**src/rtl/cic_pkg.sv**
```systemverilog
package cic_pkg;
  timeunit 1ns;
  timeprecision 1ps;

  localparam int SCALE_MAX = 25;
  localparam int SH_W      = 5;

  function automatic logic [SH_W-1:0] clamp_scale(input logic [SH_W-1:0] s);
    return (s > SH_W'(SCALE_MAX)) ? SH_W'(SCALE_MAX) : s;
  endfunction
endpackage

```
**src/rtl/cic_in_scale.sv**
```systemverilog
module cic_in_scale #(
  parameter int IN_W   = 16,
  parameter int W      = 43,
  parameter int SH_MAX = 25,
  parameter int SH_W   = 5
) (
  input  logic            clk_i,
  input  logic            rst_ni,
  input  logic            load_i,
  input  logic [IN_W-1:0] din_i,
  input  logic [SH_W-1:0] shift_i,
  output logic [W-1:0]    dout_o
);
  timeunit 1ns;
  timeprecision 1ps;

  logic [IN_W-1:0]     hold_q;
  logic [IN_W-1:0]     src;
  logic signed [W-1:0] ext;
  logic signed [W-1:0] up;

  always_ff @(posedge clk_i or negedge rst_ni) begin
    if (!rst_ni)     hold_q <= '0;
    else if (load_i) hold_q <= din_i;
  end

  // same-cycle sample bypasses the hold register
  assign src    = load_i ? din_i : hold_q;
  assign ext    = {{(W-IN_W){src[IN_W-1]}}, src};
  assign up     = ext <<< SH_MAX;
  assign dout_o = up >>> shift_i;
endmodule

```
**src/rtl/cic_rate_ctl.sv**
```systemverilog
module cic_rate_ctl #(
  parameter int FACT_W = 8
) (
  input  logic              clk_i,
  input  logic              rst_ni,
  input  logic              en_i,
  input  logic [FACT_W-1:0] l5_m1_i,
  input  logic [FACT_W-1:0] l2_m1_i,
  output logic              s1_step_o,
  output logic              s1_load_o
);
  timeunit 1ns;
  timeprecision 1ps;

  logic [FACT_W-1:0] p2_q, p5_q;

  assign s1_step_o = en_i && (p2_q == '0);
  assign s1_load_o = s1_step_o && (p5_q == '0);

  always_ff @(posedge clk_i or negedge rst_ni) begin
    if (!rst_ni) begin
      p2_q <= '0;
      p5_q <= '0;
    end else begin
      if (en_i)      p2_q <= (p2_q >= l2_m1_i) ? '0 : p2_q + 1'b1;
      if (s1_step_o) p5_q <= (p5_q >= l5_m1_i) ? '0 : p5_q + 1'b1;
    end
  end
endmodule

```
**src/rtl/cic_sect.sv**
```systemverilog
module cic_sect #(
  parameter int ORDER = 5,
  parameter int W     = 43,
  parameter int DO_W  = 43
) (
  input  logic            clk_i,
  input  logic            rst_ni,
  input  logic            lo_en_i,
  input  logic            hi_en_i,
  input  logic [W-1:0]    din_i,
  output logic [DO_W-1:0] dout_o
);
  timeunit 1ns;
  timeprecision 1ps;

  logic [ORDER:0][W-1:0]   diff;
  logic [ORDER-1:0][W-1:0] dly_q;
  logic [ORDER-1:0][W-1:0] acc_q;
  logic [W-1:0]            inj;

  always_comb begin
    diff[0] = din_i;
    for (int k = 0; k < ORDER; k++) diff[k+1] = diff[k] - dly_q[k];
  end

  // zero insertion between low-rate combs and high-rate integrators
  assign inj = lo_en_i ? diff[ORDER] : '0;

  always_ff @(posedge clk_i or negedge rst_ni) begin
    if (!rst_ni) begin
      dly_q <= '0;
      acc_q <= '0;
    end else begin
      if (lo_en_i)
        for (int k = 0; k < ORDER; k++) dly_q[k] <= diff[k];
      if (hi_en_i) begin
        acc_q[0] <= acc_q[0] + inj;
        for (int k = 1; k < ORDER; k++) acc_q[k] <= acc_q[k] + acc_q[k-1];
      end
    end
  end

  assign dout_o = acc_q[ORDER-1][W-1 -: DO_W];
endmodule

```
**src/rtl/cic_interp_iq.sv**
```systemverilog
module cic_interp_iq
  import cic_pkg::*;
#(
  parameter int IN_W   = 16,
  parameter int OUT_W  = 18,
  parameter int FACT_W = 8,
  parameter int ORD_A  = 5,
  parameter int ORD_B  = 2
) (
  input  logic              clk_i,
  input  logic              rst_ni,
  input  logic [FACT_W-1:0] l5_m1_i,
  input  logic [FACT_W-1:0] l2_m1_i,
  input  logic [SH_W-1:0]   scale_i,
  input  logic              in_valid_i,
  input  logic [IN_W-1:0]   in_i_i,
  input  logic [IN_W-1:0]   in_q_i,
  input  logic              out_en_i,
  output logic              out_valid_o,
  output logic [OUT_W-1:0]  out_i_o,
  output logic [OUT_W-1:0]  out_q_o
);
  timeunit 1ns;
  timeprecision 1ps;

  // modular arithmetic: one width holds every output bit plus the shift range
  localparam int ACC_W = OUT_W + SCALE_MAX;
  localparam int N_CH  = 2;

  logic [SH_W-1:0]             sh;
  logic                        s1_step, s1_load;
  logic [N_CH-1:0][IN_W-1:0]   din;
  logic [N_CH-1:0][OUT_W-1:0]  dout;

  assign sh  = clamp_scale(scale_i);
  assign din = {in_q_i, in_i_i};

  cic_rate_ctl #(.FACT_W(FACT_W)) i_rate (
    .clk_i    (clk_i),
    .rst_ni   (rst_ni),
    .en_i     (out_en_i),
    .l5_m1_i  (l5_m1_i),
    .l2_m1_i  (l2_m1_i),
    .s1_step_o(s1_step),
    .s1_load_o(s1_load)
  );

  for (genvar ch = 0; ch < N_CH; ch++) begin : g_ch
    logic [ACC_W-1:0] x_s;
    logic [ACC_W-1:0] s1_q;

    cic_in_scale #(.IN_W(IN_W), .W(ACC_W), .SH_MAX(SCALE_MAX), .SH_W(SH_W)) i_in (
      .clk_i  (clk_i),
      .rst_ni (rst_ni),
      .load_i (in_valid_i),
      .din_i  (din[ch]),
      .shift_i(sh),
      .dout_o (x_s)
    );

    cic_sect #(.ORDER(ORD_A), .W(ACC_W), .DO_W(ACC_W)) i_st_a (
      .clk_i  (clk_i),
      .rst_ni (rst_ni),
      .lo_en_i(s1_load),
      .hi_en_i(s1_step),
      .din_i  (x_s),
      .dout_o (s1_q)
    );

    cic_sect #(.ORDER(ORD_B), .W(ACC_W), .DO_W(OUT_W)) i_st_b (
      .clk_i  (clk_i),
      .rst_ni (rst_ni),
      .lo_en_i(s1_step),
      .hi_en_i(out_en_i),
      .din_i  (s1_q),
      .dout_o (dout[ch])
    );
  end

  always_ff @(posedge clk_i or negedge rst_ni) begin
    if (!rst_ni) out_valid_o <= 1'b0;
    else         out_valid_o <= out_en_i;
  end

  assign out_i_o = dout[0];
  assign out_q_o = dout[1];
endmodule

```
**config.mk**
```make
export PLATFORM = sky130hd
export DESIGN_NAME = cic_interp_iq
export DESIGN_NICKNAME = d
export VERILOG_FILES = /design/src/rtl/cic_pkg.sv /design/src/rtl/cic_in_scale.sv /design/src/rtl/cic_rate_ctl.sv /design/src/rtl/cic_sect.sv /design/src/rtl/cic_interp_iq.sv
export SDC_FILE = /design/constraint.sdc
export NUM_CORES = 2
export LEC_CHECK = 0
export BUFFER_PORTS_ARGS = -buffer_cell sky130_fd_sc_hd__buf_2
export CAP_MARGIN = 20
export CORE_MARGIN = 8
export CORE_UTILIZATION = 42
export DETAILED_ROUTE_END_ITERATION = 8
export GPL_TIMING_DRIVEN = 0
export MAX_ROUTING_LAYER = met4
export PLACE_DENSITY = 0.59
export SYNTH_ARGS = -nofsm -noshare
export SYNTH_HDL_FRONTEND = slang
export SYNTH_SLANG_ARGS = --single-unit
```
**constraint.sdc**
```tcl
create_clock -name clk_i -period 16.7 [get_ports clk_i]
set_input_delay 1.67 -clock clk_i [delete_from_list [all_inputs] [get_ports clk_i]]
set_output_delay 1.67 -clock clk_i [all_outputs]
set_load 0.005 [all_outputs]
```
* Word-level counts from Yosys, hierarchy flattened
Cells that the tools add are included.
** Operators by class
- Reduce and logical (&&, ||, !) cells :: 4
- Magnitude comparators :: 3
- Shift-type cells :: 2
- Multiplexer cells :: 9
- $add $sub $neg :: 30
** Operators with widths (count)
- adder 43 bit :: 14
- subtractor 43 bit :: 14
- 2-to-1 mux 43 bit :: 4
- >>> shifter 41 x 5 -> 43 bit :: 2
- 2-to-1 mux 16 bit :: 2
- adder 8 x 1 -> 8 bit, second input constant :: 2
- >= comparator 8 bit :: 2
- logical NOT 8 bit :: 2
- 2-to-1 mux 8 bit :: 2
- > comparator 5 bit, second input constant :: 1
- 2-to-1 mux 5 bit :: 1
- logical AND 1 bit :: 2
** Storage, ports and cells
- Register bits after elaboration :: 1253
- Logic and storage cells :: 81
- Output and inout port bits :: 37
- Input bits :: 57

* Logic depth before layout (Yosys ltp)
- Depth after elaboration :: 10
- Gate-level depth with buffers :: 81
- Mapped depth without buffers :: 77

* By module
A second synthesis with hierarchy kept.
** Unflattened totals
- Cells, all modules :: 12869
- Area total of the unflattened synthesis :: 111157.9 sq um
** Modules (own cells, without submodules)
- cic_sect (g_ch[0].i_st_a) :: times used 1, area an instance 37282.0 sq um, cells an instance 4340
- cic_sect (g_ch[1].i_st_a) :: times used 1, area an instance 36319.8 sq um, cells an instance 4178
- cic_sect (g_ch[0].i_st_b) :: times used 1, area an instance 15597.5 sq um, cells an instance 1830
- cic_sect (g_ch[1].i_st_b) :: times used 1, area an instance 15452.3 sq um, cells an instance 1811
- cic_in_scale :: times used 2, area an instance 2553.7 sq um, cells an instance 274
- cic_rate_ctl :: times used 1, area an instance 1338.8 sq um, cells an instance 154
- cic_interp_iq :: times used 1, area an instance 60.1 sq um, cells an instance 8

* Worst setup path after synthesis
Ideal clock, no wire load.
- Kind :: input -> register
- Start :: input port scale_i[3]
- End :: register g_ch[0].i_st_a.acc_q[42] (netlist bit)
- Path slack :: 2492 ps
- Cell stages on the path :: 77
- Library setup time :: 122 ps
- Data required time :: 16578 ps
- Data arrival time :: 14086 ps
- Path buffers :: 4
- Cells stage by stage :: clkbuf_1 > nand2_1 > nor2_1 > or2_2 > clkbuf_1 > clkbuf_1 > clkbuf_1 > nand2_1 > o21ai_0 > o21ai_0 > o22ai_1 > and2_1 > ha_1 > o21ai_0 > a21boi_0 > o21a_1 > o21ai_0 > a21oi_1 > (+41 left out) > a21o_1 > a21oi_1 > xor2_1 > nor2_1 > ha_1 > a21o_1 > a21oi_1 > nor2_1 > o21ai_0 > nand2b_1 > a21o_1 > a21oi_1 > o21ai_0 > a31o_2 > a31o_2 > a211oi_1 > o21ba_2 > xnor2_1
** RTL lines
- start, declared :: line cic_interp_iq.sv:14 : input logic [SH_W-1:0] scale_i,
- end, declared :: line cic_sect.sv:18 : logic [ORDER-1:0][W-1:0] acc_q;

==> results.md <==
- Synth warnings: 0
- Post-synth top area share: 0.2985
- Most numerous cell on the critical path: a21oi_1
- Total track usage: 0.2058
- Max FO, Critical Path: 10
- WP buf/inv: 4
- Area grow syn2layout: 9.682%
- Nets: between 10000 and 15000
- Share of cells above drive strength 1: 0.05483
- Setup Skew: about 0.023 ns
- Hold Startpoint: g_ch[0].i_st_b.dout_o[17]
- Synthesized area per cell: about 8 um^2
- Die area: ~0.27 mm^2
- Top post-synthesis cells by area: dfrtp_1, ha_1, o21ai_0, nand2_1, xnor2_1
- Reg2Reg Setup Slack: 2.53 ns
- Number of synthesized flops with an enable pin: 0
- Pre-CTS setup slack: -0.08858 ns
- Via Count: just under 90000
- Post-route setup slack: 1.061 ns
- Max_cap viols: 0
- Root Driver: clkbuf_16
- H-tree depth: 4
- Worst path depth: just over 70
- Initial antenna violation count: 5
- Clock Tree Buf Depth: 3
- IO Port Bufs: 90
- Hold Path Class: reg2reg
- DRT antenna net count: 0
- Initial DRT Pass Iterations: 9
- Hold EP: g_ch[0].i_st_b.dout_o[17]
- Post-DP HPWL: about 220 mm
- Commonest cells post-synth: nand2_1, o21ai_0, dfrtp_1, ha_1, a21oi_1
- Vias per cell: between 5 and 6
- Status: finished, final reports clean
- Post-Syn Nets: around 14000
- Final setup vio count: 0
- Slew @ Worst Pin: between 1 and 1.5 ns
- Final hold viol count: 0
- Multi-input gate area: 0.06824 mm^2
- Setup crit start kind: primary input
- Final core area utilization: 0.4627
- Initial core utilization: 0.4219
- Die H: 515.3 um
- Max-slew violations: 0
- RePlAce Congestion: roughly 0.9
- Vias in the first global route: 84270
- RSZ-0062 raised after global routing: false
- Min Tclk post-route: around 16 ns
- First-pass GRT wire length: ~440 mm
- CP peak stage delay: 0.54 ns
- Register area: about 0.031 mm^2
- Slew headroom: 0.2719
- Post-synthesis cell type count: 95
- Rows: 183
- Worst-path clk slew: 0.06 ns
- Fin crit share: 0.9365
- Post-synth top area cell: dfrtp_1
- Inserted Clock Buffers: about 160
- Proportion of synthesized flip-flops having asynchronous set or reset: 1.000
- CTS tree: done
- Setup crit end kind: register
- Setup CP Type: in2reg
- WP data required: roughly 17 ns
- Overflow after GRT: 0
- Top Family by Delay on Critical Path: compound AO/OA/AOI/OAI gates
- CP max stage cell: a2111oi_1
- Arrival @ worst endpoint: 16.34 ns
- Drt wl/cell: roughly 17 um
- Final WL: 272.3 mm
- Core area: between 0.2 and 0.25 mm^2
- Count leader, synth: nand2_1
- Number of remaining DRC errors: 0
- Post-synth top flop: dfrtp_1
- # fillers: between 20000 and 25000
- Fmax: 63.94 MHz
- Clock latency on the worst-skew pair: a little over 0.8 ns
- Critical R2R Launch: g_ch[0].i_in.hold_q[13]
- TritonCTS sink count: 1249
- Die W: a little over 500 um
- Mapped cell area: between 0.1 and 0.15 mm^2
- Hold path cells: 1
- First-iteration detailed-routing DRC count: 4378
- Register-to-Register Path Depth: between 60 and 70
- R2R Path End: g_ch[0].i_st_a.acc_q[42]
- Synthesis-stage register bit count: approximately 1200
- Sequential area share after synthesis: 0.2985
- I/O pin count: 94
- Post-CTS Hold Buffers: 0
- Post-Synthesis Cells: between 10000 and 15000
- Final setup TNS: 0 ns
- Largest net degree at the start of global routing: ~160
through the flow:
| step | hold slack (ns) | cell area (um^2) | std cells |
|---|---|---|---|
| finish | 0.4707 | 114800 | 16460 |
| CTS | 0.4701 | 114800 | 16460 |
| detailed placement | 0.4628 | 109800 | 16190 |
| floorplan | 0.4428 | 104700 | 12750 |
| global route | 0.4896 | 114800 | 16460 |
| global placement | 0.4629 | 109300 | 16170 |
worst reg2reg max path: cells and delay by family (launching register included):
| kind | cells | cell delay (ns) |
|---|---|---|
| AOI/OAI and AO/OA | 41 | 8.50 |
| adders and majority gates | 6 | 2.09 |
| and+or+nand+nor | 15 | 1.79 |
| xor gates and xnor gates | 5 | 0.91 |
| DFF | 1 | 0.35 |
| muxes | 1 | 0.29 |
| buffers and inverters | 1 | 0.17 |
cells by family (layout without fill, tap and decap cells):
logic type / Yosys count / after routing / share of synthesized area
compound gates: 4144 / 4144 / 0.2412
simple gates: 3510 / 3510 / 0.1510
buf+inv: 1357 / 1742 / 0.04996
flops: 1249 / 1249 / 0.2985
fa+ha+maj: 1222 / 1222 / 0.1480
xor+xnor: 1026 / 1026 / 0.08610
mux: 238 / 238 / 0.02520
other cells: 0 / 3 / 0
what timing repair did:
action                     CTS  global route
resized for setup            0            18
setup endpoints to repair    0             9
hold endpoints to repair     0             0
setup buffers                0             0
per-layer routing:
layer | global-route usage | part of all wire
met1 | 0.2610 | 0.47
met2 | 0.3491 | 0.47
met3 | 0.02164 | 0.028
met4 | 0.05910 | 0.031
met5 | - | 0
layout make-up:
class                      count  area share
antenna                        3  0.00006537
tap                         3330     0.03628
multi-input combinational  10140      0.5942
buffer                       386     0.01392
clock buffer                 232     0.03972
inverter                     971     0.03174
clock inverter                38    0.003704
sequential                  1249      0.2722
timing repair buffer         115    0.008236
registers in the layout (all words and copies together) (netlist names):
register	flops
g_ch.i_in.hold_q	32
i_rate.p5_q	8
g_ch.i_st_a.dly_q	426
g_ch.i_st_b.dout_o	36
g_ch.i_st_a.acc_q	344
g_ch.i_st_a.dout_o	86
g_ch.i_st_b.acc_q	136
g_ch.i_st_b.dly_q	172
i_rate.p2_q	8
out_valid_o	1
worst max path at each step:
stage / end / slack [ns] / start
final: g_ch[0].i_st_a.acc_q[42] / 1.06 / scale_i[3]
after global routing: g_ch[0].i_st_a.acc_q[42] / 0.008 / in_valid_i
after CTS: g_ch[0].i_st_a.acc_q[42] / 0.77 / scale_i[3]
after detailed placement: g_ch[0].i_st_a.acc_q[42] / -0.09 / scale_i[3]
after global placement: g_ch[1].i_st_a.dly_q[3] / -15.06 / rst_ni
after floorplan: g_ch[0].i_st_a.acc_q[42] / 2.49 / scale_i[3]
placed cells by master (no fill, tap or decap), types with 157 or more instances in the layout:
cell type	netlist	final
o21ai_0	1535	1534
xor2_1	391	391
mux2_2	201	201
o21bai_1	157	157
nand2_1	1596	1596
clkbuf_1	321	353
nor2_1	767	767
nand2b_1	201	201
a21o_1	585	585
a21oi_1	987	985
xnor2_1	632	632
ha_1	1194	1194
dfrtp_1	1249	1249
clkbuf_16	0	158
inv_1	970	970
nand3_1	187	187
nor2b_1	163	163
Power is left out: the tool's default activity adds up to more than one toggle a clock period on the data nets, which glitch-free logic cannot reach.
